$ cat src/rtl/dacc_pkg.sv
package dacc_pkg;

  localparam int CLS_W   = 4;
  localparam int CAUSE_W = 3;
  localparam int NCAUSE  = 5;

  typedef enum logic [CLS_W-1:0] {
    AC_LOAD      = 4'd0,
    AC_STORE     = 4'd1,
    AC_CM_LD     = 4'd2,
    AC_CM_ST     = 4'd3,
    AC_ITOUCH    = 4'd4,
    AC_DTOUCH    = 4'd5,
    AC_DTOUCH_ST = 4'd6,
    AC_DALLOC    = 4'd7,
    AC_ILOCK     = 4'd8,
    AC_DLOCK     = 4'd9,
    AC_LRSV      = 4'd10,
    AC_STCOND    = 4'd11
  } acc_cls_e;

  typedef enum logic [CAUSE_W-1:0] {
    FC_NONE  = 3'd0,
    FC_SYNC  = 3'd1,
    FC_READ  = 3'd2,
    FC_WRITE = 3'd3,
    FC_BORD  = 3'd4,
    FC_LOCK  = 3'd5
  } fcause_e;

  // Decoded properties of one access class
  typedef struct packed {
    logic rd;      // subject to read permission
    logic wr;      // subject to write permission
    logic hint;    // touch / allocate hint
    logic ilock;   // instruction-cache lock/unlock
    logic dlock;   // data-cache lock/unlock
    logic lrsv;    // load-reserve
    logic stcond;  // store-conditional
    logic xing;    // subject to page-crossing byte-order check
  } cls_attr_t;

  typedef struct packed {
    fcause_e cause;
    logic    ilk;
    logic    dlk;
    logic    st;
  } syn_t;

  localparam syn_t SYN_RST = '{cause: FC_NONE, ilk: 1'b0, dlk: 1'b0, st: 1'b0};

endpackage

$ cat src/rtl/dacc_decode.sv
module dacc_decode
  import dacc_pkg::*;
(
  input  logic [CLS_W-1:0] cls_code,
  output cls_attr_t        attr
);

  always_comb begin
    attr = '0;
    case (cls_code)
      AC_LOAD:      begin attr.rd = 1'b1; attr.xing = 1'b1; end
      AC_STORE:     begin attr.wr = 1'b1; attr.xing = 1'b1; end
      AC_CM_LD:     attr.rd = 1'b1;
      AC_CM_ST:     attr.wr = 1'b1;
      AC_ITOUCH,
      AC_DTOUCH,
      AC_DTOUCH_ST,
      AC_DALLOC:    attr.hint = 1'b1;
      AC_ILOCK:     attr.ilock = 1'b1;
      AC_DLOCK:     attr.dlock = 1'b1;
      AC_LRSV:      begin attr.rd = 1'b1; attr.lrsv = 1'b1; attr.xing = 1'b1; end
      AC_STCOND:    begin attr.wr = 1'b1; attr.stcond = 1'b1; attr.xing = 1'b1; end
      default:      attr = '0;
    endcase
  end

endmodule

$ cat src/rtl/dacc_fault_eval.sv
module dacc_fault_eval
  import dacc_pkg::*;
(
  input  cls_attr_t attr,
  input  logic      priv_user,
  input  logic      ucl_en,
  input  logic      perm_ur,
  input  logic      perm_sr,
  input  logic      perm_uw,
  input  logic      perm_sw,
  input  logic      pg_big_end,
  input  logic      pg_wthru,
  input  logic      pg_cinh,
  input  logic      cross_page,
  input  logic      pg2_big_end,
  output logic      hit,
  output syn_t      syn
);

  // Index 0 is the highest priority
  localparam fcause_e PRIO [NCAUSE] = '{FC_SYNC, FC_READ, FC_WRITE, FC_BORD, FC_LOCK};

  logic rd_ok, wr_ok;
  logic [NCAUSE-1:0] req;

  assign rd_ok = priv_user ? perm_ur : perm_sr;
  assign wr_ok = priv_user ? perm_uw : perm_sw;

  always_comb begin
    req    = '0;
    req[0] = (attr.lrsv | attr.stcond) & (pg_wthru | pg_cinh);
    req[1] = attr.rd & ~rd_ok;
    req[2] = attr.wr & ~wr_ok;
    req[3] = attr.xing & cross_page & (pg_big_end ^ pg2_big_end);
    req[4] = (attr.ilock | attr.dlock) & priv_user & ~ucl_en;
    if (attr.hint) req = '0;
  end

  fcause_e win;
  always_comb begin
    win = FC_NONE;
    for (int i = NCAUSE - 1; i >= 0; i--) begin
      if (req[i]) win = PRIO[i];
    end
  end

  assign hit       = |req;
  assign syn.cause = win;
  assign syn.ilk   = attr.ilock & (win == FC_LOCK);
  assign syn.dlk   = attr.dlock & (win == FC_LOCK);
  assign syn.st    = attr.wr;

endmodule

$ cat src/rtl/dacc_state.sv
module dacc_state
  import dacc_pkg::*;
(
  input  logic clk,
  input  logic rst_n,
  input  logic take,
  input  syn_t syn_in,
  input  logic acc_valid,
  input  logic is_lrsv,
  input  logic is_stcond,
  input  logic hi_pend,
  output logic fault_q,
  output syn_t syn_q,
  output logic resv_q
);

  always_ff @(posedge clk) begin
    if (!rst_n) begin
      fault_q <= 1'b0;
      syn_q   <= SYN_RST;
    end else begin
      fault_q <= take;
      if (take) syn_q <= syn_in;
    end
  end

  always_ff @(posedge clk) begin
    if (!rst_n) begin
      resv_q <= 1'b0;
    end else if (acc_valid && is_stcond) begin
      resv_q <= 1'b0;
    end else if (acc_valid && is_lrsv && !take && !hi_pend) begin
      resv_q <= 1'b1;
    end
  end

  // syndrome moves only on the edge that raises the fault pulse
  a_r11_syn_hold: assert property (@(posedge clk) disable iff (!rst_n)
    !fault_q |-> $stable(syn_q));

  // lock flags are exclusive
  a_r6_lock_excl: assert property (@(posedge clk) disable iff (!rst_n)
    $onehot0({syn_q.ilk, syn_q.dlk}));

  // store-conditional drops the reservation
  a_r9_stcond_clears: assert property (@(posedge clk) disable iff (!rst_n)
    acc_valid && is_stcond |=> !resv_q);

  // clean load-reserve sets it
  a_r9_lrsv_sets: assert property (@(posedge clk) disable iff (!rst_n)
    acc_valid && is_lrsv && !take && !hi_pend |=> resv_q);

endmodule

$ cat src/rtl/dacc_fault_check.sv
module dacc_fault_check
  import dacc_pkg::*;
(
  input  logic              clk,
  input  logic              rst_n,
  input  logic              acc_valid,
  input  logic [CLS_W-1:0]  acc_class,
  input  logic              priv_user,
  input  logic              ucl_en,
  input  logic              perm_ur,
  input  logic              perm_sr,
  input  logic              perm_uw,
  input  logic              perm_sw,
  input  logic              pg_big_end,
  input  logic              pg_wthru,
  input  logic              pg_cinh,
  input  logic              cross_page,
  input  logic              pg2_big_end,
  input  logic              hi_pend,
  output logic              fault,
  output logic [CAUSE_W-1:0] syn_cause,
  output logic              syn_ilk,
  output logic              syn_dlk,
  output logic              syn_st,
  output logic              resv_held
);

  cls_attr_t attr;
  syn_t      syn_c, syn_r;
  logic      hit, take;

  dacc_decode u_dec (
    .cls_code (acc_class),
    .attr     (attr)
  );

  dacc_fault_eval u_eval (
    .attr        (attr),
    .priv_user   (priv_user),
    .ucl_en      (ucl_en),
    .perm_ur     (perm_ur),
    .perm_sr     (perm_sr),
    .perm_uw     (perm_uw),
    .perm_sw     (perm_sw),
    .pg_big_end  (pg_big_end),
    .pg_wthru    (pg_wthru),
    .pg_cinh     (pg_cinh),
    .cross_page  (cross_page),
    .pg2_big_end (pg2_big_end),
    .hit         (hit),
    .syn         (syn_c)
  );

  assign take = acc_valid & hit & ~hi_pend;

  dacc_state u_st (
    .clk       (clk),
    .rst_n     (rst_n),
    .take      (take),
    .syn_in    (syn_c),
    .acc_valid (acc_valid),
    .is_lrsv   (attr.lrsv),
    .is_stcond (attr.stcond),
    .hi_pend   (hi_pend),
    .fault_q   (fault),
    .syn_q     (syn_r),
    .resv_q    (resv_held)
  );

  assign syn_cause = syn_r.cause;
  assign syn_ilk   = syn_r.ilk;
  assign syn_dlk   = syn_r.dlk;
  assign syn_st    = syn_r.st;

  // pending higher exception suppresses the fault
  a_r12_pend_quiet: assert property (@(posedge clk) disable iff (!rst_n)
    acc_valid && hi_pend |=> !fault);

  // hints never fault
  a_r3_hint_quiet: assert property (@(posedge clk) disable iff (!rst_n)
    acc_valid && (acc_class inside {4'd4, 4'd5, 4'd6, 4'd7}) |=> !fault);

  // lock operations in supervisor mode or with user lock enabled pass
  a_r5_lock_allowed: assert property (@(posedge clk) disable iff (!rst_n)
    acc_valid && (acc_class inside {4'd8, 4'd9}) && (!priv_user || ucl_en) |=> !fault);

  // a fault pulse always carries a real cause
  a_r11_cause_set: assert property (@(posedge clk) disable iff (!rst_n)
    fault |-> (syn_cause != 3'd0));

endmodule

$ cat config.mk
export PLATFORM = sky130hd
export DESIGN_NAME = dacc_fault_check
export DESIGN_NICKNAME = d
export VERILOG_FILES = /design/src/rtl/dacc_pkg.sv /design/src/rtl/dacc_decode.sv /design/src/rtl/dacc_fault_eval.sv /design/src/rtl/dacc_state.sv /design/src/rtl/dacc_fault_check.sv
export SDC_FILE = /design/constraint.sdc
export NUM_CORES = 1
export LEC_CHECK = 0
export CORE_AREA = 2 2 41 43
export CTS_CLUSTER_DIAMETER = 150
export DETAILED_ROUTE_END_ITERATION = 12
export DIE_AREA = 0 0 43 45
export PLACE_DENSITY = 0.76
export SYNTH_ARGS = -nofsm -noshare
export SYNTH_HDL_FRONTEND = slang
export SYNTH_SLANG_ARGS = --single-unit
$ cat constraint.sdc
create_clock -name clk -period 2.35 [get_ports clk]
set_input_delay 0.47 -clock clk [delete_from_list [all_inputs] [get_ports clk]]
set_output_delay 0.47 -clock clk [all_outputs]
set_load 0.1 [all_outputs]
* Word level (Yosys, flattened, before mapping)
Cells that the tools add are included.
Storage, ports and cells: bits of input ports 19, word-level logic and storage cells 67, bits in registers 8, output and inout bits 8
Cells by class: bitwise operators 20, eq/ne operators 12, muxes and demuxes 16, reductions and logical operators 13
Operators by type and width (number):
- == test 4 x 3 -> 1 bit, second input constant | 4
- == test 4 bit, second input constant | 4
- 2-to-1 mux 3 bit | 5
- AND 1 bit | 11
- 2-to-1 mux 1 bit | 10
- == test 4 x 2 -> 1 bit, second input constant | 2
- OR reduction 4 bit | 2
- OR reduction 3 bit | 2
- 2-to-1 mux 5 bit | 1
- NOT 1 bit | 5
- OR reduction 5 bit | 1
- == test 4 x 1 -> 1 bit, second input constant | 1
- logical AND 1 bit | 4
- logical NOT 4 bit | 1
- == test 3 bit, second input constant | 1
- OR 1 bit | 3
- logical NOT 1 bit | 2
- OR reduction 2 bit | 1
- bitwise XOR 1 bit | 1

* Logic depth before layout (Yosys ltp)
depth after elaboration 13, depth in mapped cells 4, mapped depth without buffers 4

* Hierarchy
From an unflattened synthesis, not the netlist that was laid out.
Unflattened totals: cell total of the unflattened synthesis 63, area total of the unflattened synthesis 591.8 µm²
Modules (own cells, without submodules):
- dacc_state | sequential area each 160.2 µm², cells each 25, instances 1, area each 300.3 µm²
- dacc_fault_eval | sequential area each 0.0 µm², cells each 27, instances 1, area each 191.4 µm²
- dacc_decode | sequential area each 0.0 µm², cells each 10, instances 1, area each 91.3 µm²
- dacc_fault_check | sequential area each 0.0 µm², cells each 1, instances 1, area each 8.8 µm²

* Worst setup path before layout
Ideal clock, no wire load.
path kind input to register, start input priv_user, end register u_st.syn_q[3] in the netlist's numbering, arrival time 1.705 ns, setup slack 0.526 ns, library setup time 0.119 ns, stages 4, required time 2.231 ns, buffers on the path 0, cell sequence mux4_2 > or3_4 > and2_2 > o221a_2
On the way: cells in the longest elaborated chain, start to end 8, elaborated cells on any way between the ends 17, classes of those cells mux: 8; bitwise: 8; reduce/logical: 1
Ends and longest elaborated chain:
- start, declared | line dacc_fault_check.sv:8 | input logic priv_user,
- AND 1 bit (2 in a row) | line dacc_fault_eval.sv:35 | req[4] = (attr.ilock | attr.dlock) & priv_user & ~ucl_en;
- 2-to-1 mux 5 bit (*) | line dacc_fault_eval.sv:36 | if (attr.hint) req = '0;
- 2-to-1 mux 3 bit (5 in a row) | line dacc_fault_eval.sv:43 | if (req[i]) win = PRIO[i];
- end signal, assigned | line dacc_state.sv:23 | if (take) syn_q <= syn_in;
- end, declared | line dacc_state.sv:13 | output syn_t syn_q,
Mark *: on every way between the ends. The rest lies on a longest branch, timed or not. A chain may end at the register's enable or synchronous reset.

* Worst setup path in the final report
Ends and elaborated chain as after synthesis.

==> run_results.csv <==
group,metric,value,unit
worst_setup_path,worstPathMaxFanout,3,
pwr,total_power,0.3473,mW
detailed_routing,firstDrtPassIters,4,
global_route,antenna_found_initial,0,
clock_network,cts_tree,"built",
die,start_util,33.59,%
clock_network,cts_made_buffers,3,
flow_run,max-cap-violations,0,
synth,synthDistinctLibCells,28,
global_route,grt_util_all_layers,15.61,%
timing,maxSlewHeadroom,74.76,%
die,rows,14,
worst_setup_path,cp.required,2.49,ns
detailed_routing,num_vias,532,
clock_network,ctsResizeCount,0,
detailed_routing,drt_iter0_drc,8,
timing,fin_ws,0.1453,ns
detailed_routing,vias_per_cell,5.216,
timing,finalClockSkew,0,ns
detailed_routing,drc_errors,0,
synth,synth_area_per_cell,9.152,um^2
worst_setup_path,crit_path_end_kind,"register",
detailed_routing,wl_per_cell,12.59,um
worst_setup_path,worstPathCellList,"clkdlybuf4s50_1 -> mux4_2 -> or3_4 -> and2_2 -> o221a_2",
hold_path,hp-class,"reg2reg",
worst_setup_path,cp_slowest_cell,"clkdlybuf4s50_1",
die,design.core.area,1471,um^2
worst_setup_path,critPathKind,"in2reg",
die,die_w,43,um
finish,area_growth,62.53,%
global_route,grt_max_degree,13,
timing,finalCritPeriodShare,93.82,%
global_route,grt_pass1_wl,2166,um
synth,synth.net_count,73,
placement,pre_cts_slack,-0.1088,ns
synth,yosysWarnings,0,
status,outcome,"complete, no violations",
clock_network,clock_path_buffers,2,
die,dieArea,1935,um^2
clock_network,root_buffer,"clkbuf_4",
synth,syn_inst,54,
timing,fmax,0.4536,GHz
finish,num_antenna_cells,0,
clock_network,cts_hold_buf,0,
placement,io_buffers,26,
global_route,overflow,0,
global_route,grt_pass1_vias,496,
timing,tightest_slew,0.3775,ns
clock_network,htree_num_levels,1,
pwr,p_per_area,432.3,nW/um^2
finish,layout_common_cells,"clkdlybuf4s50_1, buf_4, dfxtp_1, nand2_1, a21oi_1",
finish,drive_gt1_share,29.07,%
finish,layout_commonest_cell,"clkdlybuf4s50_1",
worst_setup_path,crit_path_start_kind,"input pin",
placement,gp_congestion,0.7666,
worst_setup_path,cpPeakStageDelay,0.55,ns
timing,whs,0.4547,ns
worst_setup_path,crit_arrival,2.34,ns
detailed_routing,drt-total-wl,1284,um
die,pin_count,27,
pwr,ir_drop,326.5,uV
timing,maxSlewViolCount,0,
synth,synth_seq_cells,8,
finish,fin_nets,107,
pwr,cellLeakagePower,0.3062,nW
finish,utilization,54.59,%
timing,rsz0062_at_grt,"false",
die,die_y,45,um
clock_network,cts_setup_buffers,0,
timing,setup_viol,0,
clock_network,clk_pin_slew_worst_paths,0.05,ns
clock_network,clk_latency,0.24,ns
timing,finalHoldViolations,0,
synth,synthesis.area,494.2,um^2
finish,postLayoutCellArea,803.3,um^2
clock_network,cts_sinks,8,
synth,yosysSeqAreaShare,32.41,%
placement,placed_area,780.7,um^2
placement,dp_hpwl,1090,um
timing,period_needed,2.205,ns
detailed_routing,antenna_left,0,
-- state kept, by name (all words and copies together), names as in the netlist --
name / count
u_st.syn_q: 6
u_st.fault_q: 1
u_st.resv_q: 1
-- cell families after synthesis --
group	synth area share (%)
xor+xnor	3.545
buf+inv	2.278
flops	32.40
simple gates	33.92
compound gates	19.24
mux	8.607
-- worst max-delay path, delay by kind of cell --
kind | cells | cell delay [ns]
buffers and inverters | 1 | 0.55
multiplexers | 1 | 0.54
AO/OA/AOI/OAI | 1 | 0.23
AND/OR/NAND/NOR | 2 | 0.55
-- synth_stat cells --
master,instances,area share (%)
o221a_2,2,4.6
nand2_1,7,5.3
a21oi_1,4,4.1
xnor2_1,1,1.8
xor2_1,1,1.8
nor2_1,1,0.76
or4b_4,1,2.8
or3_4,1,2.3
nand3_1,3,3.0
clkbuf_1,1,0.76
and2_2,2,3.0
nor3_1,1,1.0
nand4_1,1,1.3
o21ai_0,2,2.0
or2_2,2,2.5
mux2i_1,2,4.1
dfxtp_1,8,32
nand4b_1,2,3.5
and3b_1,1,1.8
nand3b_1,1,1.5
mux4_2,1,4.6
inv_1,2,1.5
o22ai_1,1,1.3
nor2b_1,1,1.3
o32ai_1,1,1.8
nor4_1,1,1.3
a41oi_4,1,5.6
nand2b_1,2,2.5
-- area by class of cell --
cell class / count / area (um^2)
sequential: 8 / 160.2
tap: 16 / 20.02
inverter: 2 / 7.507
timing repair buffer: 30 / 270.3
fill: 149 / 668.1
multi-input combinational: 43 / 322.8
clock buffer: 3 / 22.52
-- final timing paths --
kind | start | end | slack, ns | cells after the start
min | u_st.resv_q | u_st.resv_q | 0.45 | 2
min reg2reg | u_st.resv_q | u_st.resv_q | 0.45 | 2
max reg2reg | u_st.syn_q[3] | u_st.syn_q[3] | 1.66 | 1
max | priv_user | u_st.syn_q[3] | 0.15 | 5
-- per-layer routing --
metal	GRT usage, %	vias to the layer above	wire length (um)
met4	4.848	0	21
met2	25.45	16	656
met3	7.200	2	65
li1	-	268	-
met5	0	-	0
met1	18.52	246	540
-- power breakdown --
| group | total [mW] | switching (mW) | internal (mW) |
|---|---|---|---|
| registers | 0.140 | 0.00138 | 0.139 |
| clock network | 0.101 | 0.0433 | 0.0582 |
| logic | 0.106 | 0.0526 | 0.0531 |
| total | 0.347 | 0.0973 | 0.250 |
-- through the flow --
stage / TNS, ns / cells
finish: 0 / 102
global route: 0 / 102
CTS: 0 / 102
detailed placement: -0.4461 / 99
global placement: -0.1024 / 99
floorplan: 0 / 54
(Power assumes the default switching activity.)
